**src/rtl/uart_rxq_pkg.sv**
```systemverilog
package uart_rxq_pkg;
    localparam int CHAR_W = 8;

    typedef struct packed {
        logic              brk;
        logic              ferr;
        logic              perr;
        logic [CHAR_W-1:0] ch;
    } rxq_entry_t;

    function automatic logic entry_errored(rxq_entry_t e);
        return e.brk | e.ferr | e.perr;
    endfunction
endpackage

```
**src/rtl/uart_rxq_ctrl.sv**
```systemverilog
module uart_rxq_ctrl #(
    parameter int DEPTH = 128,
    localparam int PTR_W = $clog2(DEPTH),
    localparam int CNT_W = $clog2(DEPTH + 1)
) (
    input  logic             clk,
    input  logic             rst_n,
    input  logic             flush,
    input  logic             wr_en,
    input  logic             rd_en,
    output logic             push,
    output logic             pop,
    output logic [PTR_W-1:0] wr_ptr,
    output logic [PTR_W-1:0] rd_ptr,
    output logic [CNT_W-1:0] occ,
    output logic             overrun
);
    localparam logic [CNT_W-1:0] FULL_CNT = CNT_W'(DEPTH);
    localparam logic [PTR_W-1:0] LAST_PTR = PTR_W'(DEPTH - 1);

    typedef struct packed {
        logic [PTR_W-1:0] wp;
        logic [PTR_W-1:0] rp;
        logic [CNT_W-1:0] occ;
        logic             ovr;
    } ctrl_t;

    ctrl_t st_d, st_q;
    logic  empty, full;

    always_comb begin
        empty = (st_q.occ == '0);
        full  = (st_q.occ == FULL_CNT);
        pop   = rd_en & ~empty & ~flush;
        push  = wr_en & (~full | pop) & ~flush;
        st_d  = st_q;
        if (flush) begin
            st_d = '0;
        end else begin
            if (push) st_d.wp = (st_q.wp == LAST_PTR) ? '0 : st_q.wp + 1'b1;
            if (pop)  st_d.rp = (st_q.rp == LAST_PTR) ? '0 : st_q.rp + 1'b1;
            st_d.occ = st_q.occ + CNT_W'(push) - CNT_W'(pop);
            st_d.ovr = wr_en & full & ~pop;
        end
    end

    always_ff @(posedge clk or negedge rst_n) begin
        if (!rst_n) st_q <= '0;
        else        st_q <= st_d;
    end

    assign wr_ptr  = st_q.wp;
    assign rd_ptr  = st_q.rp;
    assign occ     = st_q.occ;
    assign overrun = st_q.ovr;


    occ_bound_chk: assert property (@(posedge clk) disable iff (!rst_n)
        st_q.occ <= FULL_CNT);


    ovr_pulse_chk: assert property (@(posedge clk) disable iff (!rst_n)
        (wr_en && full && !rd_en && !flush) |=> (overrun && occ == FULL_CNT));


    flush_clear_chk: assert property (@(posedge clk) disable iff (!rst_n)
        flush |=> (occ == '0 && !overrun));


    empty_pop_chk: assert property (@(posedge clk) disable iff (!rst_n)
        (rd_en && empty && !wr_en && !flush) |=> (occ == '0));
endmodule

```
**src/rtl/uart_rxq_store.sv**
```systemverilog
module uart_rxq_store
    import uart_rxq_pkg::*;
#(
    parameter int DEPTH = 128,
    localparam int PTR_W = $clog2(DEPTH)
) (
    input  logic             clk,
    input  logic             we,
    input  logic [PTR_W-1:0] waddr,
    input  rxq_entry_t       wdata,
    input  logic [PTR_W-1:0] raddr,
    output rxq_entry_t       rdata
);
    rxq_entry_t mem_q [DEPTH];

    always_ff @(posedge clk) begin
        if (we) mem_q[waddr] <= wdata;
    end

    assign rdata = mem_q[raddr];
endmodule

```
**src/rtl/uart_rxq_errtrack.sv**
```systemverilog
module uart_rxq_errtrack #(
    parameter int DEPTH = 128,
    localparam int CNT_W = $clog2(DEPTH + 1)
) (
    input  logic             clk,
    input  logic             rst_n,
    input  logic             flush,
    input  logic             push,
    input  logic             push_err,
    input  logic             pop,
    input  logic             pop_err,
    input  logic [CNT_W-1:0] occ,
    output logic             err_any
);
    logic [CNT_W-1:0] ecnt_d, ecnt_q;

    always_comb begin
        if (flush) ecnt_d = '0;
        else       ecnt_d = ecnt_q + CNT_W'(push & push_err) - CNT_W'(pop & pop_err);
    end

    always_ff @(posedge clk or negedge rst_n) begin
        if (!rst_n) ecnt_q <= '0;
        else        ecnt_q <= ecnt_d;
    end

    assign err_any = (ecnt_q != '0);


    err_le_occ_chk: assert property (@(posedge clk) disable iff (!rst_n)
        ecnt_q <= occ);


    err_flush_chk: assert property (@(posedge clk) disable iff (!rst_n)
        flush |=> !err_any);


    err_rise_chk: assert property (@(posedge clk) disable iff (!rst_n)
        (push && push_err && !pop) |=> err_any);
endmodule

```
**src/rtl/uart_rxq_top.sv**
```systemverilog
module uart_rxq_top
    import uart_rxq_pkg::*;
#(
    parameter int DEPTH = 128,
    localparam int PTR_W = $clog2(DEPTH),
    localparam int CNT_W = $clog2(DEPTH + 1)
) (
    input  logic              clk,
    input  logic              rst_n,
    input  logic              flush,
    input  logic              wr_en,
    input  logic [CHAR_W-1:0] wr_char,
    input  logic              wr_perr,
    input  logic              wr_ferr,
    input  logic              wr_brk,
    input  logic              rd_en,
    input  logic              tx_q_empty,
    input  logic              tx_sr_empty,
    output logic              data_ready,
    output logic [CNT_W-1:0]  occupancy,
    output logic [CHAR_W-1:0] head_char,
    output logic              head_perr,
    output logic              head_ferr,
    output logic              head_brk,
    output logic              err_any,
    output logic              overrun,
    output logic              tx_idle
);
    logic             push, pop;
    logic [PTR_W-1:0] wr_ptr, rd_ptr;
    rxq_entry_t       wr_ent, rd_ent, head_ent;

    assign wr_ent = '{brk: wr_brk, ferr: wr_ferr, perr: wr_perr, ch: wr_char};

    uart_rxq_ctrl #(.DEPTH(DEPTH)) u_ctrl (
        .clk(clk), .rst_n(rst_n), .flush(flush), .wr_en(wr_en), .rd_en(rd_en),
        .push(push), .pop(pop), .wr_ptr(wr_ptr), .rd_ptr(rd_ptr),
        .occ(occupancy), .overrun(overrun)
    );

    uart_rxq_store #(.DEPTH(DEPTH)) u_store (
        .clk(clk), .we(push), .waddr(wr_ptr), .wdata(wr_ent),
        .raddr(rd_ptr), .rdata(rd_ent)
    );

    uart_rxq_errtrack #(.DEPTH(DEPTH)) u_err (
        .clk(clk), .rst_n(rst_n), .flush(flush),
        .push(push), .push_err(entry_errored(wr_ent)),
        .pop(pop), .pop_err(entry_errored(rd_ent)),
        .occ(occupancy), .err_any(err_any)
    );

    assign data_ready = (occupancy != '0);
    assign head_ent   = data_ready ? rd_ent : '0;
    assign head_char  = head_ent.ch;
    assign head_perr  = head_ent.perr;
    assign head_ferr  = head_ent.ferr;
    assign head_brk   = head_ent.brk;
    assign tx_idle    = tx_q_empty & tx_sr_empty;


    ready_match_chk: assert property (@(posedge clk) disable iff (!rst_n)
        (push && !pop && !flush) |=> data_ready);
endmodule

```
**config.mk**
```make
export PLATFORM = sky130hd
export DESIGN_NAME = uart_rxq_top
export DESIGN_NICKNAME = d
export VERILOG_FILES = /design/src/rtl/uart_rxq_pkg.sv /design/src/rtl/uart_rxq_ctrl.sv /design/src/rtl/uart_rxq_store.sv /design/src/rtl/uart_rxq_errtrack.sv /design/src/rtl/uart_rxq_top.sv
export SDC_FILE = /design/constraint.sdc
export NUM_CORES = 1
export LEC_CHECK = 0
export CORE_MARGIN = 8
export CORE_UTILIZATION = 50
export CTS_BUF_LIST = sky130_fd_sc_hd__clkbuf_2
export DETAILED_ROUTE_END_ITERATION = 6
export DONT_BUFFER_PORTS = 1
export PLACE_DENSITY = 0.68
export SYNTH_ARGS = -nofsm -noshare
export SYNTH_HDL_FRONTEND = slang
export SYNTH_SLANG_ARGS = --single-unit
```
**constraint.sdc**
```tcl
create_clock -name clk -period 4.65 [get_ports clk]
set_input_delay 1.395 -clock clk [delete_from_list [all_inputs] [get_ports clk]]
set_output_delay 1.395 -clock clk [all_outputs]
set_load 0.005 [all_outputs]
```
-- Word-level counts from Yosys, hierarchy flattened
Memory sizes are Yosys's and may differ from the RTL's.
Cells that the tools add are included.
- reduce and logical (&&, ||, !) cells: 5
- muxes and demuxes: 9
- bitwise operators: 18
- add/subtract/negate cells: 6
- equality and inequality tests: 3
- operators with widths (cell ; number):
    two-way mux 7 bit ; 4
    two-way mux 23 bit ; 1
    nonzero test 8 bit ; 2
    adder 7 x 1 -> 7 bit, second input constant ; 2
    == test 7 bit, second input constant ; 2
    two-way mux 11 bit ; 1
    bitwise AND 1 bit ; 9
    adder 8 x 1 -> 8 bit ; 1
    adder 8 bit ; 1
    == test 8 bit, second input constant ; 1
    zero test 8 bit ; 1
    two-way mux 8 bit ; 1
    subtractor 8 x 1 -> 8 bit ; 1
    subtractor 8 bit ; 1
    bitwise OR 1 bit ; 5
    inverter 1 bit ; 4
    nonzero test 2 bit ; 2
    two-way mux 1 bit ; 2
- memories kept: 1
- word-level logic and storage cells: 47
- input bits: 18
- register bits after elaboration: 31
- RAM bits: 1408
- output and inout bits: 23
- memory list (name ; words ; width ; read ports ; clocked after memory_dff ; write ports ; RTL line ; RTL):
    u_store.mem_q ; 128 ; 11 ; 1 ; 0 ; 1 ; uart_rxq_store.sv:14 ; rxq_entry_t mem_q [DEPTH];

-- Logic depth before layout (Yosys ltp)
Gate-level depths: netlist of the first run.
- depth after elaboration: 11
- depth in mapped cells: 22
- gate-level depth less buffers: 19

-- By module
Synthesis of the first run repeated with hierarchy kept, for this count alone.
- cell total of the unflattened synthesis: 2427
- area, all modules: 56352.8 um2
- by module, submodules not included (module ; instances ; cells each ; sequential area each (um2) ; area each (um2)):
    uart_rxq_store ; 1 ; 2167 ; 42280.6 ; 54003.0
    uart_rxq_ctrl ; 1 ; 168 ; 575.6 ; 1542.7
    uart_rxq_errtrack ; 1 ; 73 ; 200.2 ; 661.9
    uart_rxq_top ; 1 ; 19 ; 0.0 ; 145.1

-- Worst setup path after synthesis of the first run
Ideal clock, no wire load.
- kind: register to register
- start point: register u_ctrl.st_q (netlist bit u_ctrl.rd_ptr[0])
- end point: register u_err.ecnt_q[7]
- setup time: 0.125 ns
- arrival: 3.860 ns
- path buffers: 3
- path slack: 0.665 ns
- cell stages (with the launch flop): 20
- clock period less this slack: 3.985 ns
- data required time: 4.525 ns
- path through: dfrtp_1 -> buf_6 -> buf_6 -> buf_2 -> mux4_2 -> a22oi_1 -> nand2_1 -> a32o_1 -> a221oi_2 -> a311oi_1 -> ha_1 -> inv_1 -> ha_1 -> a21o_1 -> a21oi_1 -> o21bai_1 -> a21oi_1 -> o21bai_1 -> a21oi_1 -> mux2_2
- cells in the longest elaborated chain, start to end: 6
- RTL lines (what ; RTL line ; RTL):
    from (decl) ; uart_rxq_ctrl.sv:28 ; ctrl_t st_d, st_q;
    from (signal assigned) ; uart_rxq_ctrl.sv:49 ; else st_q <= st_d;
    memory read (128 x 11 bit) (*) ; -- ;
    bitwise OR 1 bit ; uart_rxq_pkg.sv:12 ; return e.brk | e.ferr | e.perr;
    bitwise OR 1 bit (*) ; uart_rxq_pkg.sv:12 ;
    bitwise AND 1 bit (*) ; uart_rxq_errtrack.sv:19 ; else ecnt_d = ecnt_q + CNT_W'(push & push_err) - CNT_W'(pop & pop_err);
    subtractor 8 bit (*) ; uart_rxq_errtrack.sv:19 ;
    two-way mux 8 bit (*) ; uart_rxq_errtrack.sv:18 ; if (flush) ecnt_d = '0;
    named net u_err.ecnt_d[7] ; uart_rxq_errtrack.sv:15 ; logic [CNT_W-1:0] ecnt_d, ecnt_q;
    to (signal assigned) ; uart_rxq_errtrack.sv:24 ; else ecnt_q <= ecnt_d;
    to (decl) ; uart_rxq_errtrack.sv:15 ;
The timed path passes the listed nets; every way through them passes the cells marked *.
A chain may end at the register's enable or synchronous reset.

-- Final worst setup path of the first run
- start point: register u_ctrl.st_q (netlist bit u_ctrl.rd_ptr[0])
- end point: output head_char[4]
- cells in the longest elaborated chain, start to end: 2
- RTL lines (what ; RTL line ; RTL):
    memory read (128 x 11 bit) ; -- ;
    two-way mux 11 bit ; uart_rxq_top.sv:54 ; assign head_ent = data_ready ? rd_ent : '0;
    to (decl) ; uart_rxq_top.sv:21 ; output logic [CHAR_W-1:0] head_char,
Every way passes these cells.

==> results of run 1 <==
cell usage after synthesis (all sizes together) (24+ instances only):
cell type / instances
mux4: 394
edfxtp: 1408
mux2i: 70
clkbuf: 55
nand2: 74
a21oi: 24
dfrtp: 31
buf: 82
nor2: 166
inv: 31
ha: 25
sequential cells by signal, summed over array words and instances, names as in the netlist:
signal / count
u_store.mem_q: 1408
u_err.ecnt_q: 8
u_ctrl.wr_ptr: 7
u_ctrl.occ: 8
u_ctrl.rd_ptr: 7
u_ctrl.overrun: 1
per-stage QoR:
| step | hold WS [ns] | TNS [ns] |
|---|---|---|
| finish | 0.2361 | -12.07 |
| floorplan | 0.5102 | 0 |
| global route | 0.1508 | -14.12 |
| global placement | 0.5718 | -0.03126 |
| CTS | 0.02252 | -14.53 |
| detailed placement | 0.5784 | -0.004857 |
repair_timing:
item / CTS / global route
resized for setup: 84 / 43
hold buffers: 25 / 0
endpoints found under the hold margin: 1427 / 0
pin swaps: 8 / 18
buffers inserted: 29 / 8
endpoints found under the setup margin: 13 / 14
cloned: 10 / 2
area by class of cell:
class                   count  area [um2]  share of cell area [%]
repair buffers            327        3470                   5.398
flip-flops and latches   1439       43070                   67.00
clock inverters           108       615.6                  0.9577
multi-input cells         947       12710                   19.77
inverters                  31       118.9                  0.1849
clock buffers             483        2417                   3.761
well taps                1500        1877                   2.920
diodes                      1       2.502                0.003893
routing by layer:
layer  wire (um)  GRT usage [%]  up-vias
met1       53640          29.87    14880
met2       65080          34.76     1447
met3       11250          5.004      201
li1            -              -    11980
met4        3235          7.209        0
met5           0              0        -
logic make-up after synthesis:
logic type | after synthesis | synth area share [%]
fa+ha+maj | 27 | 0.6269
simple gates | 313 | 2.432
compound gates | 125 | 1.625
flops | 1439 | 76.50
buf+inv | 168 | 1.514
xor+xnor | 15 | 0.2334
mux | 467 | 17.07
worst reg2reg max path: cells and delay by family (launching register included):
kind | cells | cell delay, ns
AO/OA/AOI/OAI | 6 | 1.02
multiplexers | 1 | 0.46
buffers and inverters | 6 | 0.78
flip-flops | 1 | 0.60
AND/OR/NAND/NOR | 5 | 0.60
XOR/XNOR | 1 | 0.18
adder cells (fa/ha/maj) | 3 | 0.91
power by group through the flow:
| stage | combinational [mW] | clock [mW] | sequential [mW] |
|---|---|---|---|
| after floorplan | 2.85 | 0 | 14.6 |
| after global placement | 3.94 | 0 | 14.7 |
| after detailed placement | 4.00 | 0 | 14.7 |
| after CTS | 4.78 | 8.21 | 14.4 |
| after global routing | 5.16 | 8.83 | 14.4 |
| final | 4.87 | 7.95 | 14.4 |
how the worst max path moves through the flow:
stage / end / slack (ns)
floorplan: u_err.ecnt_q[7] / 0.67
global placement: u_err.ecnt_q[6] / -0.03
detailed placement: head_char[3] / -0.005
CTS: head_char[4] / -1.33
global route: head_char[4] / -1.30
finish: head_char[4] / -1.15
==> metrics.txt, run 1 <==
status complete, but fails checks; failing checks negative setup slack; CP required approximately 3.3 ns; Slew Viols, Final 0; reg2reg setup slack -0.11 ns; Overall Power 27.20 mW; Avg WL per Cell 27.54 um; number of I/O port buffers 0; pwr dens 423.1 nW/um2; most common cell after layout, fill and taps aside edfxtp_1; Seq cells post-synth 1,439; vias per inst approximately 5.9; Place WS -0.004857 ns; Seq pwr share a little over half; Crit path depth 9; DRT antenna net count 0; Layout area overhead 14.20%; CTS sink cnt 1,439; Die Footprint around 120,000 um2; endpoints failing setup 12; fmax 172.5 MHz; syn_nets ~2,600; Final Util 57.37%; H-tree levels 5; CP endpoint kind output pin; row count between 100 and 150; first-pass GRT wire length around 200,000 um; Die X-Extent 351.5 um; Logic pwr share 17.9%; count of flip-flops with a built-in enable after synthesis 1,408; WP buf/inv 4; total CTS buffers approximately 360; Max clock buf depth 4; GP Congestion about 0.85; minimum clock period 5.799 ns; Leak 20.94 nW; main area contributors after synthesis edfxtp_1 75%, mux4_2 16%, dfrtp_1 1.4%; Seq/Total Area, Yosys 76.50%; Placed Cells 4,173; top-area cell type share of the netlist area 75.12%; Worst-path clk slew 0.11 ns; Cell variety after synth 59; largest net degree at the start of global routing 129; NumNets Final roughly 3,100; critical-path cell list buf_12 -> buf_12 -> buf_16 -> mux4_2 -> mux4_2 -> mux2i_2 -> buf_4 -> a32oi_4 -> and3_4; CP max-delay cell dfrtp_4; crit-path max FO 8; gr usage total a little over a fifth; Core Area 112,000 um2; FFs w/ async S/R, synth roughly 2.2%; Final period util 124.7%; syn avg cell area 22.04 um2; Worst-Margin Slew about 0.95 ns; Setup Skew 0.2529 ns; P_sw 7.200 mW; worst setup path start u_ctrl.rd_ptr[0]; final hold vios 0; Critical Path AT between 4 and 5 ns; total grt overflow 0; Top delay family on crit path multiplexers; hold wc startpoint wr_perr; Int Power 20.00 mW; Mapped Cells approximately 2,600; vias in the first global route 30,000; placed cell area 59,600 um2; delay of the slowest critical-path stage 0.57 ns; VDD IR max 0.0002381 V; clock network power share between 20 and 30%; number of antenna violations at the first check in global routing 1; hold worst-path end u_err.ecnt_q[0]; Starting Density 50.24%; CTS root buffer clkbuf_2; Final WS setup -1.149 ns; CTS tree built; DR DRC count 0; placed wire-length estimate 78,770 um; worst min path class in2reg; share of cells above drive strength 1 38.44%; Synth warnings 0; Routed WL 133,200 um; RSZ-0062 raised after global routing true; post-synth top area cell edfxtp_1; # fillers 8,254; drt pass-1 iters 5; R2R depth 22; post-route cell area 64,280 um2; hold path depth 4; CP Launch Type flip-flop; worst reg2reg path startpoint u_ctrl.rd_ptr[0]; # Max-Cap Violations 0; via count 28,510; Layout Cells excl Fill 4,836; Sw Share 26.47%; Slew headroom 36.63%; critical path class reg2out; 1st-iter DRT viols 3,143; Main synth FF type edfxtp_1; Reg2Reg Capture Point u_err.ecnt_q[6]; Die H 351.5 um; synthesized cell area 56,280 um2; io pins 41; worst skew pair latency ~1.6 ns; most frequent cells in the layout 1,408 x edfxtp_1, 483 x clkbuf_2, 394 x mux4_2
(Power assumes the default switching activity.)
==> run 2: changes to the inputs <==
Settings changed: CORE_UTILIZATION 50 to 30, HOLD_SLACK_MARGIN from default to 0.03, PLACE_DENSITY 0.68 to 0.47.
==> run 2 against run 1 <==
Net effect: critical path depth rose by 1; first-iteration DRC count down 25%; critical endpoint is now head_char[1]; the run still ends with negative setup slack left; final cell count rose by 22%; critical path type unchanged; worst setup slack worse by 0.23 ns; wire length increased by 14%; clock power rose by 2.8%.
==> metrics.txt, run 2 (same netlist as run 1, synthesis figures left out) <==
placed wire-length estimate between 90,000 and 100,000 um; Routed WL 152,500 um; Worst-path clk slew 0.11 ns; DRT antenna net count 0; final setup TNS -15.23 ns; first-pass GRT wire length 219,300 um; failing checks negative setup slack; CP endpoint kind output pin; RSZ-0062 raised after global routing true; Leak ~21 nW; Int Power 20.02 mW; gr usage total 14.74%; Sw Share 27.73%; Core Area 187,200 um2; 1st-iter DRT viols 2,351; worst min path class in2reg; Seq pwr share roughly 52%; CTS tree built; vias per inst 4.834; GP Congestion between 0.8 and 0.9; Slew Viols, Final 0; VDD IR max 0.0002385 V; share of cells above drive strength 1 39.83%; Final WS setup -1.382 ns; Setup Skew about 0.20 ns; pwr dens between 400 and 500 nW/um2; Avg WL per Cell 25.79 um; Starting Density 30.07%; CP required roughly 3.3 ns; fmax 165.8 MHz; Max clock buf depth 4; number of I/O port buffers 0; # Max-Cap Violations 0; worst skew pair latency 1.75 ns; Final period util 129.7%; io pins 41; vias in the first global route 30,500; row count 159; largest net degree at the start of global routing roughly 130; drt pass-1 iters 5; most common cell after layout, fill and taps aside edfxtp_1; CTS root buffer clkbuf_2; NumNets Final 3,215; clock network power share 29.5%; max reg flops 1,408; biggest regs u_store.mem_q (1408), u_ctrl.occ (8), u_err.ecnt_q (8); CP Launch Type flip-flop; status complete, but fails checks; reg2reg setup slack -0.36 ns; Largest Register u_store.mem_q; Slew headroom 22.82%; number of antenna violations at the first check in global routing 9; DR DRC count 0; Die Footprint 201,700 um2; H-tree levels 5; final hold vios 0; Worst-Margin Slew 1.158 ns; Die X-Extent 449.1 um; Fin Hold WS 0.4296 ns; Critical Path AT 4.64 ns; via count 28,580; Logic pwr share 18.6%; minimum clock period roughly 6.0 ns; most frequent cells in the layout 1,408 x edfxtp_1, 523 x clkbuf_2, 394 x mux4_2; total CTS buffers 383; crit-path max FO 6; Die H 449.1 um; critical path class reg2out; total grt overflow 0; P_sw 7.682 mW; CTS sink cnt approximately 1,400; Layout area overhead 17.16%; endpoints failing setup 13
## run 2: changes by cell type in the layout (fill, tap and decap cells not counted), sizes merged
cell         change
clkinv           -3
diode            +9
clkbuf          +41
inv              +1
dlygate4sd3      +7
bufinv           -5
clkinvlp         -2
buf             +33
## run 2: stage by stage
step | setup slack, ns | power [mW] | std cells | utilization, % | area [um2]
4_1_cts | -1.746 | 28.07 | 5887 | 35.09 | 65680
3_3_place_gp | -0.1476 | 18.85 | 5199 | 32.61 | 61040
3_5_place_dp | -0.1552 | 18.88 | 5199 | 32.61 | 61040
2_1_floorplan | 0.6653 | 17.48 | 2554 | - | 56280
5_1_grt | -1.647 | 29.02 | 5904 | 35.21 | 65920
6_report | -1.382 | 27.70 | 5912 | 35.23 | 65940
## run 2: timing repair
action | in CTS | in global routing
endpoints found under the setup margin | 14 | 16
gates cloned | 11 | 2
pin swaps | 12 | 20
gates resized for setup | 121 | 30
setup buffers | 22 | 14
endpoints found under the hold margin | 1470 | 0
hold buffers | 33 | 0
## run 2: worst max-delay path, cell delays in order (launching register included)
cell     delay, ns
dfrtp_4       0.58
buf_12        0.15
buf_12        0.14
buf_16        0.14
buf_4         0.12
mux4_2        0.48
mux4_2        0.53
mux2i_2       0.20
buf_4         0.19
a32oi_2       0.08
and3_4        0.24
## run 2: metal layers
layer	wire length [um]	vias to the layer above	track usage [%]	part of all wire, %
met4	4227	0	5.242	2.8
met1	66510	15290	19.81	44
met2	73460	894	23.75	48
met3	8255	246	3.120	5.4
met5	0	-	0	0
li1	-	12150	-	-
## run 2: final timing paths
check                            startpoint          endpoint  cells past startpoint
max                        u_ctrl.rd_ptr[0]      head_char[1]                     10
min                                   rd_en  u_ctrl.wr_ptr[2]                      6
max reg2reg                u_ctrl.rd_ptr[0]   u_err.ecnt_q[7]                     23
min reg2reg                u_ctrl.rd_ptr[5]  u_ctrl.rd_ptr[5]                      2
max in group asynchronous             rst_n   u_err.ecnt_q[7]                      4
min in group asynchronous             rst_n  u_ctrl.rd_ptr[0]                      4
## run 2: power groups by stage
| stage | Combinational (mW) | Sequential (mW) | Clock (mW) |
|---|---|---|---|
| 2_1_floorplan | 2.85 | 14.6 | 0 |
| 3_3_place_gp | 4.20 | 14.6 | 0 |
| 3_5_place_dp | 4.23 | 14.7 | 0 |
| 4_1_cts | 5.14 | 14.4 | 8.56 |
| 5_1_grt | 5.48 | 14.4 | 9.16 |
| 6_report | 5.16 | 14.4 | 8.17 |
## run 2: layout make-up
type / count / area, um2
diodes: 10 / 25.02
clock buffers: 523 / 2618
clock inverters: 99 / 456.7
fillers: 17490 / 121300
inverters: 31 / 126.4
multi-input cells: 947 / 12670
flip-flops and latches: 1439 / 43070
well taps: 2495 / 3122
repair buffers: 368 / 3851
